<file path="src/rtl/jc_pkg.sv">
package jc_pkg;
  // direction encoding on the dir_dn input
  typedef enum logic {
    DIR_UP   = 1'b0,
    DIR_DOWN = 1'b1
  } jc_dir_e;

  typedef enum logic [1:0] {
    STEP_HOLD = 2'd0,
    STEP_FWD  = 2'd1,
    STEP_BWD  = 2'd2
  } jc_step_e;
endpackage

</file>
<file path="src/rtl/jc_rst_sync.sv">
module jc_rst_sync #(
  parameter int STAGES = 2
) (
  input  logic clk,
  input  logic rst_n,
  output logic rst_sync_n
);
  logic [STAGES-1:0] sync_q;
  logic [STAGES-1:0] sync_d;

  always_comb begin
    sync_d = {sync_q[STAGES-2:0], 1'b1};
  end

  always_ff @(posedge clk or negedge rst_n) begin
    if (!rst_n) begin
      sync_q <= '0;
    end else begin
      sync_q <= sync_d;
    end
  end

  assign rst_sync_n = sync_q[STAGES-1];
endmodule

</file>
<file path="src/rtl/jc_ring_core.sv">
module jc_ring_core
  import jc_pkg::*;
#(
  parameter int RING_W = 8
) (
  input  logic              clk,
  input  logic              rst_sync_n,
  input  logic              cnt_en,
  input  logic              dir_dn,
  output logic [RING_W-1:0] ring_q
);
  jc_step_e          step;
  logic [RING_W-1:0] fwd_d;
  logic [RING_W-1:0] bwd_d;
  logic [RING_W-1:0] ring_d;

  always_comb begin
    if (!cnt_en) begin
      step = STEP_HOLD;
    end else if (jc_dir_e'(dir_dn) == DIR_DOWN) begin
      step = STEP_BWD;
    end else begin
      step = STEP_FWD;
    end
  end

  // each bit takes its neighbour; the end bits take the inverted far end
  for (genvar i = 0; i < RING_W; i++) begin : g_bit
    if (i == 0) begin : g_lo
      assign fwd_d[i] = ~ring_q[RING_W-1];
    end else begin : g_lo_n
      assign fwd_d[i] = ring_q[i-1];
    end
    if (i == RING_W-1) begin : g_hi
      assign bwd_d[i] = ~ring_q[0];
    end else begin : g_hi_n
      assign bwd_d[i] = ring_q[i+1];
    end
  end

  always_comb begin
    unique case (step)
      STEP_FWD: ring_d = fwd_d;
      STEP_BWD: ring_d = bwd_d;
      default:  ring_d = ring_q;
    endcase
  end

  always_ff @(posedge clk or negedge rst_sync_n) begin
    if (!rst_sync_n) begin
      ring_q <= '0;
    end else if (cnt_en) begin
      ring_q <= ring_d;
    end
  end
endmodule

</file>
<file path="src/rtl/jc_bin_decode.sv">
module jc_bin_decode #(
  parameter int RING_W = 8,
  localparam int BIN_W = $clog2(2*RING_W),
  localparam int CNT_W = BIN_W + 1
) (
  input  logic [RING_W-1:0] ring_q,
  output logic [BIN_W-1:0]  bin_val
);
  localparam logic [CNT_W-1:0] STATES = CNT_W'(2*RING_W);

  logic [CNT_W-1:0] ones;
  logic [CNT_W-1:0] full;

  always_comb begin
    ones = '0;
    for (int i = 0; i < RING_W; i++) begin
      ones = ones + CNT_W'(ring_q[i]);
    end
  end

  always_comb begin
    if (ring_q[RING_W-1]) begin
      full = STATES - ones;
    end else begin
      full = ones;
    end
    bin_val = full[BIN_W-1:0];
  end
endmodule

</file>
<file path="src/rtl/jc_wrap_detect.sv">
module jc_wrap_detect
  import jc_pkg::*;
#(
  parameter int RING_W = 8
) (
  input  logic [RING_W-1:0] ring_q,
  input  logic              cnt_en,
  input  logic              dir_dn,
  output logic              carry_o,
  output logic              borrow_o
);
  logic at_top;
  logic at_zero;
  logic going_up;

  // two-bit decodes: each pattern is unique among the valid states
  assign at_top   = ring_q[RING_W-1] & ~ring_q[RING_W-2];
  assign at_zero  = ~ring_q[RING_W-1] & ~ring_q[0];
  assign going_up = (jc_dir_e'(dir_dn) == DIR_UP);

  always_comb begin
    carry_o  = cnt_en &  going_up & at_top;
    borrow_o = cnt_en & ~going_up & at_zero;
  end
endmodule

</file>
<file path="src/rtl/jc_prescaler.sv">
module jc_prescaler #(
  parameter int RING_W = 8,
  localparam int BIN_W = $clog2(2*RING_W)
) (
  input  logic              clk,
  input  logic              rst_n,
  input  logic              cnt_en,
  input  logic              dir_dn,
  output logic [RING_W-1:0] ring_q,
  output logic [BIN_W-1:0]  bin_val,
  output logic              carry_o,
  output logic              borrow_o
);
  logic rst_sync_n;

  jc_rst_sync #(.STAGES(2)) rst_i (
    .clk        (clk),
    .rst_n      (rst_n),
    .rst_sync_n (rst_sync_n)
  );

  jc_ring_core #(.RING_W(RING_W)) core_i (
    .clk        (clk),
    .rst_sync_n (rst_sync_n),
    .cnt_en     (cnt_en),
    .dir_dn     (dir_dn),
    .ring_q     (ring_q)
  );

  jc_bin_decode #(.RING_W(RING_W)) dec_i (
    .ring_q  (ring_q),
    .bin_val (bin_val)
  );

  jc_wrap_detect #(.RING_W(RING_W)) wrap_i (
    .ring_q   (ring_q),
    .cnt_en   (cnt_en),
    .dir_dn   (dir_dn),
    .carry_o  (carry_o),
    .borrow_o (borrow_o)
  );
endmodule

</file>
<file path="config.mk">
export PLATFORM = sky130hd
export DESIGN_NAME = jc_prescaler
export DESIGN_NICKNAME = d
export VERILOG_FILES = /design/src/rtl/jc_pkg.sv /design/src/rtl/jc_rst_sync.sv /design/src/rtl/jc_ring_core.sv /design/src/rtl/jc_bin_decode.sv /design/src/rtl/jc_wrap_detect.sv /design/src/rtl/jc_prescaler.sv
export SDC_FILE = /design/constraint.sdc
export NUM_CORES = 1
export LEC_CHECK = 0
export ABC_AREA = 0
export BUFFER_PORTS_ARGS = -buffer_cell sky130_fd_sc_hd__buf_2
export CAP_MARGIN = 0
export CORE_UTILIZATION = 46
export DETAILED_ROUTE_END_ITERATION = 6
export PLACE_DENSITY = 0.79
export REMOVE_ABC_BUFFERS = 1
export SETUP_SLACK_MARGIN = 0.02
export SLEW_MARGIN = 30
export SYNTH_ARGS = -nofsm -noshare
export SYNTH_HDL_FRONTEND = slang
export SYNTH_SLANG_ARGS = --single-unit
</file>
<file path="constraint.sdc">
create_clock -name clk -period 2.8 [get_ports clk]
set_input_delay 0.14 -clock clk [delete_from_list [all_inputs] [get_ports clk]]
set_output_delay 0.14 -clock clk [all_outputs]
set_load 0.01 [all_outputs]
</file>
## Word-level counts from Yosys, hierarchy flattened

Cells that the tools add are included.

- Add/sub/neg operators: 8
- Equal/unequal tests: 2
- Muxes and demuxes: 4
- Bitwise gates (word level): 10
- Reduce and logical (&&, ||, !) cells: 2

Operators by type and width:

| cell | number |
|---|---|
| adder 4 x 1 -> 4 bit | 6 |
| one-hot mux 8 bit (2 select lines) | 1 |
| bitwise AND 1 bit | 6 |
| 2-to-1 mux 2 bit | 2 |
| 2-to-1 mux 4 bit | 1 |
| NOT 1 bit | 4 |
| subtractor 1 x 4 -> 4 bit, first input constant | 1 |
| adder 1 x 1 -> 2 bit | 1 |
| equality test 2 x 1 -> 1 bit, second input constant | 1 |
| equality test 2 bit, second input constant | 1 |
| AND reduction 2 bit | 1 |
| nonzero test 2 bit | 1 |

- Flip-flop bits (word level): 10
- Bits of input ports: 4
- Output and inout port bits: 14

## Depth between registers and ports, before layout

- Word-level depth: 9
- Gate-level depth with buffers: 11
- Gate-level depth less buffers: 11

## Hierarchy

From an unflattened synthesis, not the netlist that was laid out.

- Cell total of the unflattened synthesis: 77
- Area, all modules: 738.2 um^2

Modules (own cells, without submodules):

| module | times used | cells an instance | area an instance (um^2) |
|---|---|---|---|
| jc_ring_core | 1 | 36 | 385.4 |
| jc_bin_decode | 1 | 36 | 274.0 |
| jc_rst_sync | 1 | 3 | 53.8 |
| jc_wrap_detect | 1 | 2 | 25.0 |

## Least setup slack after synthesis

Ideal clock, no wire load.

- Path type: register to output
- Start point: register core_i.ring_q[0]
- End point: output port bin_val[1]
- Data arrival time: 3.047 ns
- Path slack: -0.387 ns
- Stages on the path, launching flop included: 12
- Buffers on the path: 0
- Path through: dfrtp_1 -> ha_1 -> inv_1 -> fa_1 -> fa_1 -> fa_1 -> inv_1 -> fa_1 -> inv_1 -> ha_1 -> nand2_1 -> o21ai_0

- Word-level cells in the longest chain between the ends: 9

RTL lines:

| item | RTL line | RTL |
|---|---|---|
| from (decl) | jc_ring_core.sv:10 | `output logic [RING_W-1:0] ring_q` |
| from (signal assigned) | jc_ring_core.sv:53 | `ring_q <= ring_d;` |
| adder 1 x 1 -> 2 bit (*) | jc_bin_decode.sv:17 | `ones = ones + CNT_W'(ring_q[i]);` |
| adder 4 x 1 -> 4 bit (*) (6 in a row) | jc_bin_decode.sv:17 |  |
| subtractor 1 x 4 -> 4 bit | jc_bin_decode.sv:23 | `full = STATES - ones;` |
| 2-to-1 mux 4 bit (*) | jc_bin_decode.sv:22 | `if (ring_q[RING_W-1]) begin` |
| to (decl) | jc_prescaler.sv:10 | `output logic [BIN_W-1:0] bin_val,` |

Mark *: on every way between the ends. The rest lies on a longest branch, timed or not.

## Worst setup path in the final report

- Start point: register core_i.ring_q[1]
- End point: output port bin_val[3]

Same word-level chain as after synthesis.

==> metrics <==
Tightest Hold Check Type flip-flop to async pin; Final Worst Setup Slack -0.6680 ns; Critical Path Fanout Max 2; IR Drop Worst-Case VDD between 0.0005 and 0.0006 V; final core utilization 0.6630; Syn-to-layout area delta 35.33%; clk_skew between 0.002 and 0.0025 ns; final max-slew violation count 0; met1 global-route usage 0.2000; leakage power of the design 0.0004999 uW; pin count of the biggest net entering global routing 19; cell area after synthesis 729.5 um^2; Worst-path clk slew 0.07 ns; type of the setup path with the least slack flip-flop to output port; met2 Usage GRT 0.3156; H-tree levels 1; final HPWL from detailed placement 1110 um; highest-delay cell along the critical path fa_1; CP bufs+invs 3; quantity of I/O buffers inserted on ports 17; sink count of the clock tree 10; detail-routed via count per cell 5.000; wire per inst 11.62 um; net count reported at finish 121; commonest cells after routing, fill and taps aside 16 x buf_2, 13 x buf_4, 10 x dfrtp_1; cell type with the highest occurrence count on the critical path fa_1; post-synthesis area per instance 9.598 um^2; post-route clock period utilization 1.239; warnings from Yosys 0; vias in the first global route 581; clock tree root buffer cell clkbuf_4; clock latency reported for the late side of the worst-skew pair between 0.2 and 0.3 ns; count of boundary I/O pins 18; number of DRC violations after detailed-routing iteration 0 5; type of element launching the critical path flip-flop; flops & latches, synth 10; unrepaired setup endpoints after global routing yes; Final GP Congestion about 0.74; initial antenna violation count 0; number of optimization iterations in the first detailed-route pass 4; Achievable Freq 288.4 MHz; number of instances in the synthesized netlist 76; height of the chip 41.82 um; met3 usage 0.01304; proportion of synthesized chip area in sequential cells 0.3431; Chip Width ~42 um; antenna viol nets, final 0; overflow left after global routing 0; chain of cells forming the critical path ha_1, inv_1, fa_1, fa_1, fa_2, inv_2, fa_1, o21ai_1, mux2i_1, a41oi_2, buf_2; setup tns final -2.041 ns; Data required, critical path about 2.7 ns; unique cell type count in the Yosys netlist 23; Largest stage delay, worst path 0.49 ns; Largest delay share family, worst path adder cells; Max Buffers Root-to-Sink 2; commonest non-fill, non-tap cell in the layout buf_2; hold violation count in the final report 0; number of placement rows 14; number of buffers created by CTS 3; Die Area 0.001749 mm^2; detailed-route wire length about 1400 um; first-pass GRT wire length 2339 um; ant diodes 0; remaining design rule violation count 0; share of layout cells above drive strength 1 0.4167; arrival time worst endpoint between 3 and 4 ns; vias 620; Initial Util 0.4899; number of max-cap violations 0; overall global routing resource usage 0.1797; TritonCTS clock tree built; crit path time final 3.468 ns; area of the core 0.001489 mm^2; run status finished, violations left; gr busiest metal met2; violations in the final reports negative setup slack; Pwr Density 1329 mW/mm^2; category of the worst setup path capture point output port; total of endpoints with negative setup slack in the final report 4
## path summary, 6_finish.rpt
path                                           endpoint                          from  depth (start not counted)  slack (ns)
max                                          bin_val[3]  core_i.ring_q[1]$_DFFE_PN0P_                         11       -0.67
min                        core_i.ring_q[0]$_DFFE_PN0P_     rst_i.sync_q[1]$_DFF_PN0_                          0        0.14
max reg2reg                core_i.ring_q[0]$_DFFE_PN0P_  core_i.ring_q[1]$_DFFE_PN0P_                          5        1.70
min reg2reg                core_i.ring_q[0]$_DFFE_PN0P_     rst_i.sync_q[1]$_DFF_PN0_                          0        0.14
max in group asynchronous  core_i.ring_q[6]$_DFFE_PN0P_     rst_i.sync_q[1]$_DFF_PN0_                          0        2.41
min in group clk           core_i.ring_q[2]$_DFFE_PN0P_                        cnt_en                          2        0.26
## metal layers
metal | share of wire | vias to the layer above
met5 | 0 | -
met4 | 0.010 | 0
met3 | 0.026 | 2
met2 | 0.55 | 12
met1 | 0.41 | 291
li1 | - | 315
## flip-flops by register name, indices dropped and copies added (netlist names)
signal / flops
core_i.ring_q: 8
rst_i.sync_q: 2
## worst register-to-register path: stages, from the launching register on
cell and delay, ns:
dfrtp_1 0.39, buf_4 0.13, buf_4 0.12, buf_4 0.13, a21oi_1 0.13, a21oi_1 0.08
## cell families after synthesis
group,after synthesis,share of synthesized area
flip-flops,10,0.3431
buffers and inverters,16,0.09776
other,1,0.005141
AND/OR/NAND/NOR,16,0.1218
multiplexers,7,0.09606
XOR/XNOR,2,0.02402
adder cells (fa/ha/maj),8,0.1784
AO/OA/AOI/OAI,16,0.1338
## report_power, final
group	switching [uW]	leakage [uW]	internal [uW]
Sequential	20.9	0.000108	169
Clock	48.9	0.0000210	78.9
Combinational	469	0.000371	525
## what timing repair did
action / 4_1_cts / 5_1_grt
endpoints found under the hold margin: 2 / 0
buffers inserted: 2 / 3
resized for setup: 4 / 6
pin swaps: 0 / 1
endpoints found under the setup margin: 4 / 4
hold buffers: 1 / 0
## area by class of cell
cell class	instances	area (um^2)
fill	133	501.7
multi-input combinational	50	425.4
sequential	10	250.2
timing repair buffer	32	210.2
inverter	12	45.04
clock buffer	4	36.28
tap	16	20.02
## synth_stat cells
| master | instances | area share |
|---|---|---|
| o211ai_1 | 1 | 0.010 |
| buf_6 | 1 | 0.015 |
| a21oi_1 | 8 | 0.055 |
| o21ai_1 | 1 | 0.0069 |
| nand3b_1 | 1 | 0.010 |
| a41oi_2 | 1 | 0.022 |
| fa_1 | 4 | 0.11 |
| nand2_1 | 2 | 0.010 |
| xnor2_1 | 2 | 0.024 |
| buf_2 | 3 | 0.021 |
| ha_1 | 4 | 0.069 |
| nor2b_1 | 1 | 0.0086 |
| inv_1 | 11 | 0.057 |
| nand2b_1 | 1 | 0.0086 |
| nor2_1 | 9 | 0.046 |
| nor4b_2 | 1 | 0.021 |
| conb_1 | 1 | 0.0051 |
| o21ai_0 | 4 | 0.027 |
| o21ai_2 | 1 | 0.012 |
| inv_2 | 1 | 0.0051 |
| mux2i_1 | 7 | 0.096 |
| dfrtp_1 | 10 | 0.34 |
| and4bb_1 | 1 | 0.017 |
## metrics by stage
step	cell area [um^2]	hold WS [ns]	cells	setup slack, ns	power (uW)
detailed placement	875.8	-0.06864	114	-0.4656	999.6
CTS	939.7	0.1468	121	-0.6925	1163
finish	987.2	0.1368	124	-0.6680	1312
global placement	875.8	-0.07493	114	-0.3624	958.6
floorplan	703.2	-0.1556	72	-0.3928	674.5
global route	987.2	0.1782	124	-0.7704	1427
Power figures use the tool's default switching activity.
